**src/rtl/dtg_pkg.sv**
```systemverilog
package dtg_pkg;
  localparam int unsigned DATA_W  = 32;
  localparam int unsigned LINE_W  = 16;
  localparam int unsigned FRAME_W = 32;
  localparam int unsigned ADDR_W  = 4;

  typedef enum logic [ADDR_W-1:0] {
    A_LINE   = 4'd0,
    A_FRAME  = 4'd1,
    A_VPULSE = 4'd2,
    A_HDISP  = 4'd3,
    A_VSTART = 4'd4,
    A_VEND   = 4'd5,
    A_WINH   = 4'd6,
    A_WINVS  = 4'd7,
    A_WINVE  = 4'd8,
    A_SKEW   = 4'd9,
    A_POL    = 4'd10,
    A_ENABLE = 4'd11
  } reg_addr_e;

  typedef struct packed {
    logic [LINE_W-1:0]  line_len;
    logic [LINE_W-1:0]  hpw;
    logic [FRAME_W-1:0] frame_len;
    logic [FRAME_W-1:0] vpw;
    logic [LINE_W-1:0]  h_first;
    logic [LINE_W-1:0]  h_last;
    logic [FRAME_W-1:0] v_start;
    logic [FRAME_W-1:0] v_end;
    logic               win_h_en;
    logic               win_v_en;
    logic [LINE_W-1:0]  win_first;
    logic [LINE_W-1:0]  win_last;
    logic [FRAME_W-1:0] win_vs;
    logic [FRAME_W-1:0] win_ve;
    logic [LINE_W-1:0]  skew;
    logic [1:0]         pol;
  } timing_t;
endpackage

```
**src/rtl/dtg_regs.sv**
```systemverilog
module dtg_regs
  import dtg_pkg::*;
(
  input  logic              clk_i,
  input  logic              rst_ni,
  input  logic              wr_en_i,
  input  logic [ADDR_W-1:0] wr_addr_i,
  input  logic [DATA_W-1:0] wr_data_i,
  input  logic              load_i,
  output timing_t           live_o,
  output logic              en_o
);
  localparam int unsigned HI_W = LINE_W - 1;

  timing_t stage_q, live_q;
  logic    en_q;

  always_ff @(posedge clk_i or negedge rst_ni) begin
    if (!rst_ni) begin
      stage_q <= '0;
      en_q    <= 1'b0;
    end else if (wr_en_i) begin
      case (wr_addr_i)
        A_LINE: begin
          stage_q.line_len <= wr_data_i[31:16];
          stage_q.hpw      <= wr_data_i[15:0];
        end
        A_FRAME:  stage_q.frame_len <= wr_data_i;
        A_VPULSE: stage_q.vpw       <= wr_data_i;
        A_HDISP: begin
          stage_q.h_last  <= wr_data_i[31:16];
          stage_q.h_first <= wr_data_i[15:0];
        end
        A_VSTART: stage_q.v_start <= wr_data_i;
        A_VEND:   stage_q.v_end   <= wr_data_i;
        A_WINH: begin
          stage_q.win_h_en  <= wr_data_i[31];
          stage_q.win_last  <= {1'b0, wr_data_i[16 +: HI_W]};
          stage_q.win_first <= wr_data_i[15:0];
        end
        A_WINVS: begin
          stage_q.win_v_en <= wr_data_i[31];
          stage_q.win_vs   <= {1'b0, wr_data_i[30:0]};
        end
        A_WINVE:  stage_q.win_ve <= {1'b0, wr_data_i[30:0]};
        A_SKEW:   stage_q.skew   <= wr_data_i[15:0];
        A_POL:    stage_q.pol    <= wr_data_i[1:0];
        A_ENABLE: en_q           <= wr_data_i[0];
        default: ;
      endcase
    end
  end

  // live copy only moves at a frame boundary or while stopped
  always_ff @(posedge clk_i or negedge rst_ni) begin
    if (!rst_ni)      live_q <= '0;
    else if (load_i)  live_q <= stage_q;
  end

  assign live_o = live_q;
  assign en_o   = en_q;
endmodule

```
**src/rtl/dtg_counters.sv**
```systemverilog
module dtg_counters
  import dtg_pkg::*;
#(
  parameter int unsigned CNT_W = FRAME_W,
  parameter int unsigned POS_W = LINE_W
) (
  input  logic             clk_i,
  input  logic             rst_ni,
  input  logic             en_i,
  input  logic [POS_W-1:0] line_len_i,
  input  logic [CNT_W-1:0] frame_len_i,
  output logic [CNT_W-1:0] fc_o,
  output logic [POS_W-1:0] lc_o,
  output logic [POS_W-1:0] yc_o,
  output logic             frame_end_o
);
  logic [CNT_W-1:0] fc_q;
  logic [POS_W-1:0] lc_q, yc_q;
  logic             line_end;

  assign frame_end_o = en_i && (fc_q >= frame_len_i - 1'b1);
  assign line_end    = lc_q >= line_len_i - 1'b1;

  always_ff @(posedge clk_i or negedge rst_ni) begin
    if (!rst_ni) begin
      fc_q <= '0;
      lc_q <= '0;
      yc_q <= '0;
    end else if (!en_i || frame_end_o) begin
      fc_q <= '0;
      lc_q <= '0;
      yc_q <= '0;
    end else begin
      fc_q <= fc_q + 1'b1;
      if (line_end) begin
        lc_q <= '0;
        yc_q <= yc_q + 1'b1;
      end else begin
        lc_q <= lc_q + 1'b1;
      end
    end
  end

  assign fc_o = fc_q;
  assign lc_o = lc_q;
  assign yc_o = yc_q;
endmodule

```
**src/rtl/dtg_decode.sv**
```systemverilog
module dtg_decode
  import dtg_pkg::*;
#(
  parameter int unsigned CNT_W = FRAME_W,
  parameter int unsigned POS_W = LINE_W
) (
  input  logic             clk_i,
  input  logic             rst_ni,
  input  logic             en_i,
  input  timing_t          cfg_i,
  input  logic [CNT_W-1:0] fc_i,
  input  logic [POS_W-1:0] lc_i,
  input  logic [POS_W-1:0] yc_i,
  output logic             hsync_o,
  output logic             vsync_o,
  output logic             de_o,
  output logic             win_o,
  output logic             border_o,
  output logic [POS_W-1:0] x_o,
  output logic [POS_W-1:0] y_o
);
  logic [POS_W-1:0] hpos;
  logic hs_raw, vs_raw, de_raw, win_on, win_in, win_raw, bord_raw;

  always_comb begin
    // skew delays the pulse, wrapping inside the line
    if (lc_i >= cfg_i.skew) hpos = lc_i - cfg_i.skew;
    else                    hpos = lc_i + cfg_i.line_len - cfg_i.skew;
    hs_raw   = hpos < cfg_i.hpw;
    vs_raw   = fc_i < cfg_i.vpw;
    de_raw   = (lc_i >= cfg_i.h_first) && (lc_i <= cfg_i.h_last) &&
               (fc_i >= cfg_i.v_start) && (fc_i <= cfg_i.v_end);
    win_on   = cfg_i.win_h_en && cfg_i.win_v_en;
    win_in   = (lc_i >= cfg_i.win_first) && (lc_i <= cfg_i.win_last) &&
               (fc_i >= cfg_i.win_vs) && (fc_i <= cfg_i.win_ve);
    win_raw  = de_raw && (!win_on || win_in);
    bord_raw = de_raw && win_on && !win_in;
  end

  always_ff @(posedge clk_i or negedge rst_ni) begin
    if (!rst_ni) begin
      hsync_o  <= 1'b0;
      vsync_o  <= 1'b0;
      de_o     <= 1'b0;
      win_o    <= 1'b0;
      border_o <= 1'b0;
      x_o      <= '0;
      y_o      <= '0;
    end else if (!en_i) begin
      hsync_o  <= cfg_i.pol[0];
      vsync_o  <= cfg_i.pol[1];
      de_o     <= 1'b0;
      win_o    <= 1'b0;
      border_o <= 1'b0;
      x_o      <= '0;
      y_o      <= '0;
    end else begin
      hsync_o  <= hs_raw ^ cfg_i.pol[0];
      vsync_o  <= vs_raw ^ cfg_i.pol[1];
      de_o     <= de_raw;
      win_o    <= win_raw;
      border_o <= bord_raw;
      x_o      <= lc_i;
      y_o      <= yc_i;
    end
  end
endmodule

```
**src/rtl/disp_timing_gen.sv**
```systemverilog
module disp_timing_gen
  import dtg_pkg::*;
(
  input  logic              clk_i,
  input  logic              rst_ni,
  input  logic              wr_en_i,
  input  logic [ADDR_W-1:0] wr_addr_i,
  input  logic [DATA_W-1:0] wr_data_i,
  output logic              hsync_o,
  output logic              vsync_o,
  output logic              de_o,
  output logic              win_o,
  output logic              border_o,
  output logic [LINE_W-1:0] x_o,
  output logic [LINE_W-1:0] y_o
);
  timing_t            live;
  logic               en_q;
  logic               frame_end;
  logic [FRAME_W-1:0] fc;
  logic [LINE_W-1:0]  lc, yc;

  dtg_regs u_regs (
    .clk_i     (clk_i),
    .rst_ni    (rst_ni),
    .wr_en_i   (wr_en_i),
    .wr_addr_i (wr_addr_i),
    .wr_data_i (wr_data_i),
    .load_i    (!en_q || frame_end),
    .live_o    (live),
    .en_o      (en_q)
  );

  dtg_counters #(.CNT_W(FRAME_W), .POS_W(LINE_W)) u_cnt (
    .clk_i       (clk_i),
    .rst_ni      (rst_ni),
    .en_i        (en_q),
    .line_len_i  (live.line_len),
    .frame_len_i (live.frame_len),
    .fc_o        (fc),
    .lc_o        (lc),
    .yc_o        (yc),
    .frame_end_o (frame_end)
  );

  dtg_decode #(.CNT_W(FRAME_W), .POS_W(LINE_W)) u_dec (
    .clk_i    (clk_i),
    .rst_ni   (rst_ni),
    .en_i     (en_q),
    .cfg_i    (live),
    .fc_i     (fc),
    .lc_i     (lc),
    .yc_i     (yc),
    .hsync_o  (hsync_o),
    .vsync_o  (vsync_o),
    .de_o     (de_o),
    .win_o    (win_o),
    .border_o (border_o),
    .x_o      (x_o),
    .y_o      (y_o)
  );
endmodule

```
**config.mk**
```make
export PLATFORM = sky130hd
export DESIGN_NAME = disp_timing_gen
export DESIGN_NICKNAME = d
export VERILOG_FILES = /design/src/rtl/dtg_pkg.sv /design/src/rtl/dtg_regs.sv /design/src/rtl/dtg_counters.sv /design/src/rtl/dtg_decode.sv /design/src/rtl/disp_timing_gen.sv
export SDC_FILE = /design/constraint.sdc
export NUM_CORES = 1
export LEC_CHECK = 0
export BUFFER_PORTS_ARGS = -buffer_cell sky130_fd_sc_hd__buf_2
export CAP_MARGIN = 20
export CORE_ASPECT_RATIO = 1.5
export CORE_UTILIZATION = 57
export CTS_CLUSTER_DIAMETER = 60
export DETAILED_ROUTE_END_ITERATION = 10
export GPL_TIMING_DRIVEN = 0
export PLACE_DENSITY = 0.76
export REMOVE_ABC_BUFFERS = 1
export SLEW_MARGIN = 20
export SYNTH_ARGS = -nofsm -noshare
export SYNTH_HDL_FRONTEND = slang
export SYNTH_HIERARCHICAL = 1
export SYNTH_SLANG_ARGS = --single-unit
```
**constraint.sdc**
```tcl
create_clock -name clk_i -period 5 [get_ports clk_i]
set_clock_uncertainty 0.05 [all_clocks]
set_input_delay 1.5 -clock clk_i [delete_from_list [all_inputs] [get_ports clk_i]]
set_output_delay 1.5 -clock clk_i [all_outputs]
set_load 0.05 [all_outputs]
```
== Word level (Yosys, flattened, before mapping) ==
Index checks and enable logic that the tools add are counted.
Operators by class
  add/subtract/negate cells: 8
  order comparisons: 13
  equal/unequal tests: 11
  multiplexer cells: 13
  bitwise logic cells: 2
  reductions and logical operators: 30
Operators with widths (number)
  16-bit 2-to-1 mux: 7
  16-bit greater-or-equal comparator: 4
  32-bit greater-or-equal comparator: 2
  16-bit by 1-bit adder with 16-bit output (second input constant): 2
  32-bit by 1-bit adder with 32-bit output (second input constant): 1
  32-bit by 31-bit greater-or-equal comparator with 1-bit output: 1
  32-bit by 31-bit <= comparator with 1-bit output: 1
  32-bit <= comparator: 1
  32-bit < comparator: 1
  32-bit 2-to-1 mux: 1
  16-bit subtractor: 2
  32-bit by 1-bit subtractor with 32-bit output (second input constant): 1
  2-bit AND reduction: 12
  16-bit adder: 1
  4-bit by 3-bit equality test with 1-bit output (second input constant): 4
  4-bit equality test (second input constant): 4
  16-bit by 15-bit <= comparator with 1-bit output: 1
  16-bit <= comparator: 1
  16-bit < comparator: 1
  16-bit by 1-bit subtractor with 16-bit output (second input constant): 1
  1-bit logical AND: 11
  4-bit by 2-bit equality test with 1-bit output (second input constant): 2
  1-bit 2-to-1 mux: 5
  4-bit by 1-bit equality test with 1-bit output (second input constant): 1
  5 further kinds: 9
Storage, ports and cells
  register bits: 712
  input bits: 39
  output and inout bits: 37

== Logic depth before layout (Yosys ltp) ==
Gate-level depths: netlist of the first run.
  word-level depth: 7
  mapped depth: 21
  gate-level depth less buffers: 21

== Hierarchy ==
Netlist of the first run, hierarchy kept.
By module, submodules not included
  dtg_regs: times used 1, cells an instance 1328, area an instance 22745.6 sq um
  dtg_decode: times used 1, cells an instance 1216, area an instance 9283.9 sq um
  dtg_counters: times used 1, cells an instance 553, area an instance 4914.7 sq um
  disp_timing_gen: times used 1, cells an instance 1, area an instance 6.3 sq um

== Least setup slack after synthesis of the first run ==
No wires, ideal clock.
  path kind: flip-flop to flip-flop
  from: register u_regs.live_q (netlist bit u_regs/live_o[257])
  to: register u_regs.live_q (netlist bit u_regs/live_o[255])
  setup time: 0.125 ns
  data arrival time: 4.480 ns
  data required time: 4.825 ns
  slack: 0.345 ns
  cell stages (with the launch flop): 17
  buffers on the path: 3
  clock period less this slack: 4.655 ns
  cell sequence: dfrtp_1 -> or3_4 -> or4_4 -> or3_4 -> nor4b_4 -> xnor2_1 -> ha_1 -> nand4_1 -> nor4_1 -> nand3_1 -> o22a_1 -> a21boi_0 -> nand2b_1 -> clkbuf_1 -> clkbuf_1 -> buf_2 -> mux2_2
Between the ends
  longest elaborated chain between the ends: 4
RTL lines
  from (decl): RTL line dtg_regs.sv:15  | timing_t stage_q, live_q;
  from (signal assigned): RTL line dtg_regs.sv:57  | else if (load_i) live_q <= stage_q;
  32-bit by 1-bit subtractor with 32-bit output: RTL line dtg_counters.sv:21  | assign frame_end_o = en_i && (fc_q >= frame_len_i - 1'b1);
  32-bit greater-or-equal comparator: RTL line dtg_counters.sv:21
  1-bit logical AND: RTL line dtg_counters.sv:21
  named net frame_end: RTL line disp_timing_gen.sv:19  | logic frame_end;
  1-bit logical OR: RTL line disp_timing_gen.sv:29  | .load_i (!en_q || frame_end),
The timed path passes the listed nets, and every way through them passes these cells.
A chain may end at the register's enable or synchronous reset.

== Final worst setup path of the first run ==
  from: register u_regs.live_q (netlist bit u_regs/live_o[261])
  to: register u_regs.live_q (netlist bit u_regs/live_o[156])
Same word-level chain as after synthesis.

==> results.json, run 1 <==
{
  "start_util_pct": 57.4,
  "synth_seq_cells": 712,
  "post-place-ws_ps": -1510,
  "p_leak_nw": 20.9,
  "hold_path_class": "reg2reg",
  "most-common-layout-cells": "dfrtp_1, mux2_2, inv_1, ha_1, nor2_1",
  "relSlewSlack_pct": 13.5,
  "row_count": 114,
  "p_total_mw": 22.0,
  "fp.dieH_um": 314,
  "fin_crit_sh_pct": 102,
  "clk_pin_slew_ps": 70,
  "fin_ws_ps": -110,
  "vias": 25000,
  "endpoint": "u_regs/live_o[156]",
  "multi_input_area_um2": 17900,
  "seqCellArea_um2": 17800,
  "outcome": "finished with violations",
  "critPathLaunch": "u_regs/live_o[261]",
  "fmax_mhz": 196,
  "cp-start-kind": "register",
  "power_switching_mw": 7.47,
  "yosys_warnings": 6,
  "dp_hpwl_um": 62100,
  "insertion_delay_ps": 640,
  "ff2ff_setup_slack_ps": -110,
  "holdBufCountCts": 0,
  "grt_start_max_net_pins": 107,
  "grt.overflow.total": 0,
  "cp.arrival_ps": 5570,
  "rsz0062_at_grt": "yes",
  "r2r-start": "u_regs/live_o[261]",
  "seq_power_share_pct": 38.7,
  "ys_types": 72,
  "syn2layout_area_growth_pct": 15.4,
  "antenna_found_initial": 2,
  "dieArea_um2": 65900,
  "synth_area_per_cell_um2": 11.9,
  "period_minus_slack_ps": 5110,
  "place_congestion": 0.903,
  "peakVddDrop_v": 0.000293,
  "antenna_left": 0,
  "final-hold-violation-count": 0,
  "power.density_nw_per_um2": 516,
  "power.share.clock_pct": 24.4,
  "power_frac_comb_pct": 36.9,
  "clockBufferDepth": 3,
  "path_class": "reg2reg",
  "ys_async_sr_fraction_pct": 100,
  "grt_pass1_wl_um": 147000,
  "switching_share_pct": 33.9,
  "internal_power_mw": 14.5,
  "synth_edf_count": 0,
  "h-tree-depth": 3,
  "netlist_instances": 3098,
  "drive_gt1_share_pct": 27.0,
  "coreArea_um2": 64300,
  "grt_pass1_vias": 26500,
  "end_kind": "register",
  "cts_tree": "done",
  "drt_iter0_drc": 1698,
  "antenna_cells": 0,
  "fillers": 4534,
  "num-nets-final": 3624,
  "drv_cap": 0,
  "slew_viol_final": 0,
  "first_pass_iters": 7,
  "die_w_um": 210,
  "grtUsageTotal_pct": 29.1,
  "violations": "setup timing",
  "synth_flop_cell": "dfrtp_1",
  "final_common_cell": "dfrtp_1",
  "cts-buffers-inserted": 69,
  "worst_pin_slew_ps": 1290,
  "required_ps": 5460,
  "worstPathMaxFanout": 6,
  "seq_area_frac_synth_pct": 48.2,
  "cts.sinks": 712,
  "drc": 0,
  "vias_per_cell": 5.99,
  "tns_ps": -6750,
  "port_buffers": 75,
  "wirelength_um": 97900,
  "reg2reg_to": "u_regs/live_o[156]",
  "wl_per_cell_um": 23.5,
  "ios": 76,
  "clockRootBuffer": "clkbuf_16",
  "syn-cell-area_um2": 37000,
  "reg2reg_depth": 20,
  "setup_viol": 174
}
==> metrics by stage <==
| step | hold slack (ps) | utilization, % | cell area, um2 | cells |
|---|---|---|---|---|
| floorplan | 392 | - | 36400 | 2997 |
| global placement | 412 | 58.9 | 37900 | 3942 |
| detailed placement | 421 | 60.0 | 38600 | 3971 |
| CTS | 427 | 64.9 | 41700 | 4133 |
| global route | 445 | 66.3 | 42700 | 4165 |
| finish | 419 | 66.3 | 42700 | 4165 |
==> worst min-delay path by stage <==
stage	slack [ps]	to	start	cells after the start
4_1_cts	430	u_regs/live_o[256]	u_regs/stage_q[256]	1
2_1_floorplan	390	u_dec/hsync_o	u_regs/live_o[0]	1
6_report	420	u_regs/live_o[256]	u_regs/stage_q[256]	1
5_1_grt	440	u_regs/live_o[131]	u_regs/stage_q[131]	1
3_3_place_gp	410	u_regs/stage_q[210]	u_regs/stage_q[210]	1
3_5_place_dp	420	u_regs/stage_q[193]	u_regs/stage_q[193]	1
==> power by group through the flow <==
stage	Combinational [mW]	Clock (mW)	Sequential [mW]
finish	8.12	5.36	8.52
global route	8.90	5.66	8.71
CTS	7.48	5.43	8.44
detailed placement	7.00	0	8.53
global placement	6.67	0	8.34
floorplan	5.61	0	8.19
==> critical path, cell delays in order (launching register included) <==
cell      delay (ps)
dfrtp_1          420
nor3_2           240
nand2b_1         140
or4_4            560
or3_4            450
nor4b_4          280
xnor2_1          110
ha_1             320
nand4_1          220
nor4_4           270
buf_4            180
nand4_1          120
o22a_4           250
a21boi_2         170
nand2b_4         170
buf_12           140
buf_16           120
buf_16           130
buf_12           150
buf_16           130
mux2_2           340
==> cells in the mapped netlist (all sizes together), types with 3 or more instances <==
cell / n / area (um2)
nor4: 16 / 134
a211o: 8 / 70.1
a221oi: 3 / 26.3
nand2b: 13 / 81.3
o2111ai: 3 / 26.3
nand4: 66 / 413
and2: 37 / 231
xnor2: 65 / 569
clkbuf: 21 / 78.8
a21o: 56 / 422
and4: 7 / 61.3
fa: 16 / 320
or4: 14 / 113
nand3: 45 / 230
dfrtp: 712 / 17800
o21a: 14 / 105
a21oi: 98 / 502
or3: 18 / 123
a31oi: 9 / 56.3
xor2: 51 / 447
o31ai: 9 / 67.6
nand2: 83 / 312
a211oi: 18 / 135
nor2: 138 / 521
o21bai: 6 / 45.0
o211ai: 19 / 148
nor3: 40 / 215
o21ai: 79 / 395
buf: 82 / 458
or2: 9 / 56.3
nor2b: 12 / 75.1
inv: 334 / 1250
and3: 18 / 113
mux2: 612 / 6890
ha: 322 / 4030
nand3b: 8 / 60.1
a221o: 4 / 40.0
a2111oi: 9 / 78.8
==> sequential cells by signal (all words and copies together) (netlist names), 16 cells and up <==
name            cells
u_dec/x_o          16
u_cnt/lc_o         16
u_cnt/yc_o         16
u_cnt/fc_o         32
u_regs/live_o     305
u_dec/y_o          16
u_regs/stage_q    305
==> repair_timing <==
item	in CTS	in global routing
resized for setup	36	146
setup endpoints to repair	370	331
pin swaps	13	10
gates cloned	16	16
setup buffers	27	25
endpoints found under the hold margin	0	0
==> cell type report <==
class,count,share of cell area [%]
Multi-Input combinational cell,1952,42.1
Sequential cell,712,41.8
Timing Repair Buffer,178,5.25
Clock buffer,90,4.54
Inverter,334,2.95
Tap cell,870,2.55
Clock inverter,29,0.862
==> metal layers <==
layer / global-route usage, % / part of all wire (%) / vias up / wire, um
li1: - / - / 11100 / -
met1: 33.6 / 39 / 12800 / 37700
met2: 52.0 / 52 / 758 / 50700
met3: 3.09 / 3.9 / 231 / 3780
met4: 17.8 / 5.8 / 0 / 5680
met5: 0 / 0 / - / 0
==> cells by family after synthesis <==
kind of cell	count (synthesis)	synth area share, %
simple gates	529	7.58
other cells	1	0.0101
flops	712	48.2
buf+inv	437	4.85
xor+xnor	116	2.75
mux	614	18.7
compound gates	351	6.12
fa+ha+maj	338	11.8
(Power assumes the default switching activity.)
==> run 2: changes to the inputs <==
--- a/config.mk
+++ b/config.mk
@@ -8,11 +8,11 @@
 export BUFFER_PORTS_ARGS = -buffer_cell sky130_fd_sc_hd__buf_2
 export CAP_MARGIN = 20
 export CORE_ASPECT_RATIO = 1.5
-export CORE_UTILIZATION = 57
+export CORE_MARGIN = 10
+export CORE_UTILIZATION = 45
 export CTS_CLUSTER_DIAMETER = 60
 export DETAILED_ROUTE_END_ITERATION = 10
 export GPL_TIMING_DRIVEN = 0
-export PLACE_DENSITY = 0.76
 export REMOVE_ABC_BUFFERS = 1
 export SLEW_MARGIN = 20
 export SYNTH_ARGS = -nofsm -noshare
==> results.json, run 2 (synthesis results as in run 1) <==
{
  "switching_share_pct": 33.3,
  "routed-wl-met3_um": 3280,
  "most-common-layout-cells": "dfrtp_1, mux2_2, inv_1, ha_1, nor2_1",
  "die_w_um": 254,
  "hold_slack_ps": 432,
  "peakVddDrop_v": 0.000303,
  "worstPathMaxFanout": 25,
  "grt_pass1_wl_um": 146000,
  "relSlewSlack_pct": 32.9,
  "power_switching_mw": 7.15,
  "path_class": "reg2reg",
  "worst_pin_slew_ps": 981,
  "antenna_found_initial": 5,
  "cts.sinks": 712,
  "syn2layout_area_growth_pct": 13.6,
  "wl_per_cell_um": 21.6,
  "power.density_nw_per_um2": 512,
  "fin_ws_ps": 154,
  "grt_start_max_net_pins": 102,
  "top_layer": "met5",
  "wirelength_um": 93100,
  "internal_power_mw": 14.3,
  "hold_path_class": "reg2reg",
  "clockBufferDepth": 3,
  "fin_crit_sh_pct": 96.9,
  "dp_cells": 4140,
  "place_congestion": 0.864,
  "layout.cells.non_filler": 4308,
  "power_frac_comb_pct": 34.1,
  "vias_per_cell": 5.54,
  "h-tree-depth": 3,
  "vias": 23900,
  "final-hold-violation-count": 0,
  "postLayoutCoreUtil_pct": 51.6,
  "insertion_delay_ps": 630,
  "fmax_mhz": 206,
  "num-nets-final": 3586,
  "power.share.clock_pct": 26.6,
  "p_leak_nw": 20.2,
  "grt.overflow.total": 0,
  "drt_iter0_drc": 1156,
  "dp_hpwl_um": 64500,
  "rsz0062_at_grt": "yes",
  "holdBufCountCts": 0,
  "dieArea_um2": 94200,
  "grt_pass1_vias": 25500,
  "port_buffers": 75,
  "coreArea_um2": 81400,
  "drv_cap": 0,
  "start_util_pct": 45.4,
  "cts-buffers-inserted": 71,
  "cp-start-kind": "register",
  "grtUsageTotal_pct": 20.0,
  "fp.dieH_um": 371,
  "slew_viol_final": 0,
  "drive_gt1_share_pct": 26.4,
  "cts_tree": "done",
  "cp.arrival_ps": 5310,
  "wirelength_met1_um": 37400,
  "outcome": "completed",
  "period_minus_slack_ps": 4850,
  "post-place-ws_ps": -1110,
  "wl_met2_um": 48200,
  "setup_viol": 0,
  "first_pass_iters": 5,
  "seq_power_share_pct": 39.3,
  "clk_pin_slew_ps": 60,
  "final_common_cell": "dfrtp_1",
  "row_count": 128,
  "clockRootBuffer": "clkbuf_16",
  "end_kind": "register",
  "ff2ff_setup_slack_ps": 150,
  "tns_ps": 0,
  "drc": 0,
  "ios": 76,
  "antenna_left": 0,
  "required_ps": 5460
}
run 2: cell count changes in the layout (fill, tap and decap cells not counted), sizes merged:
cell and delta:
clkinvlp -2, clkbuf -1, buf -28, diode +2, bufbuf -1, inv +3
run 2: worst paths after layout:
kind | to | start | depth (start not counted)
hold reg to reg | u_regs/live_o[214] | u_regs/stage_q[214] | 1
max in group asynchronous | u_cnt/lc_o[1] | rst_ni | 5
hold / removal | u_regs/live_o[214] | u_regs/stage_q[214] | 1
setup reg to reg | u_regs/live_o[146] | u_regs/live_o[249] | 18
min in group asynchronous | u_regs/stage_q[52] | rst_ni | 1
setup / recovery | u_regs/live_o[146] | u_regs/live_o[249] | 18
run 2: routing by layer:
metal / GRT usage, % / vias to the layer above
li1: - / 11100
met1: 23.3 / 12200
met2: 36.1 / 433
met3: 2.35 / 178
met4: 9.57 / 2
met5: 0 / -
run 2: final cells by class:
cell class	count	area, um2
timing repair buffer	138	1560
antenna	2	5.00
fill	7003	39400
clock inverter	30	364
tap	1040	1300
multi-input combinational	1952	17500
sequential	712	17800
clock buffer	100	2160
inverter	334	1260
run 2: per-stage QoR:
step	power [mW]	cell area, um2
after floorplan	13.8	36400
after global placement	15.0	38100
after detailed placement	15.5	38800
after CTS	21.6	41800
after global routing	22.9	42000
final	21.5	42000
run 2: worst max-delay path, cell delays in order (launching register included):
cell and delay, ps:
dfrtp_2 410, or4_4 580, nor4_4 190, nand2_2 170, or3_4 460, nor4b_4 240
xnor2_1 110, ha_1 310, nand4_1 170, nor4_4 260, buf_4 180, nand3_1 80
o22a_4 270, a21boi_4 160, nand2b_4 180, buf_16 160, buf_16 180, buf_16 210
mux2_2 360
run 2: timing repair:
item | CTS | global route
setup endpoints to repair | 370 | 306
pin swaps | 4 | 8
setup buffers | 15 | 7
cloned | 11 | 3
resized for setup | 23 | 12
run 2: power groups by stage:
stage / clock (mW) / combinational (mW) / sequential (mW)
6_report: 5.71 / 7.33 / 8.44
5_1_grt: 6.10 / 8.18 / 8.67
4_1_cts: 5.88 / 7.30 / 8.45
3_5_place_dp: 0 / 6.99 / 8.55
3_3_place_gp: 0 / 6.64 / 8.35
2_1_floorplan: 0 / 5.61 / 8.19
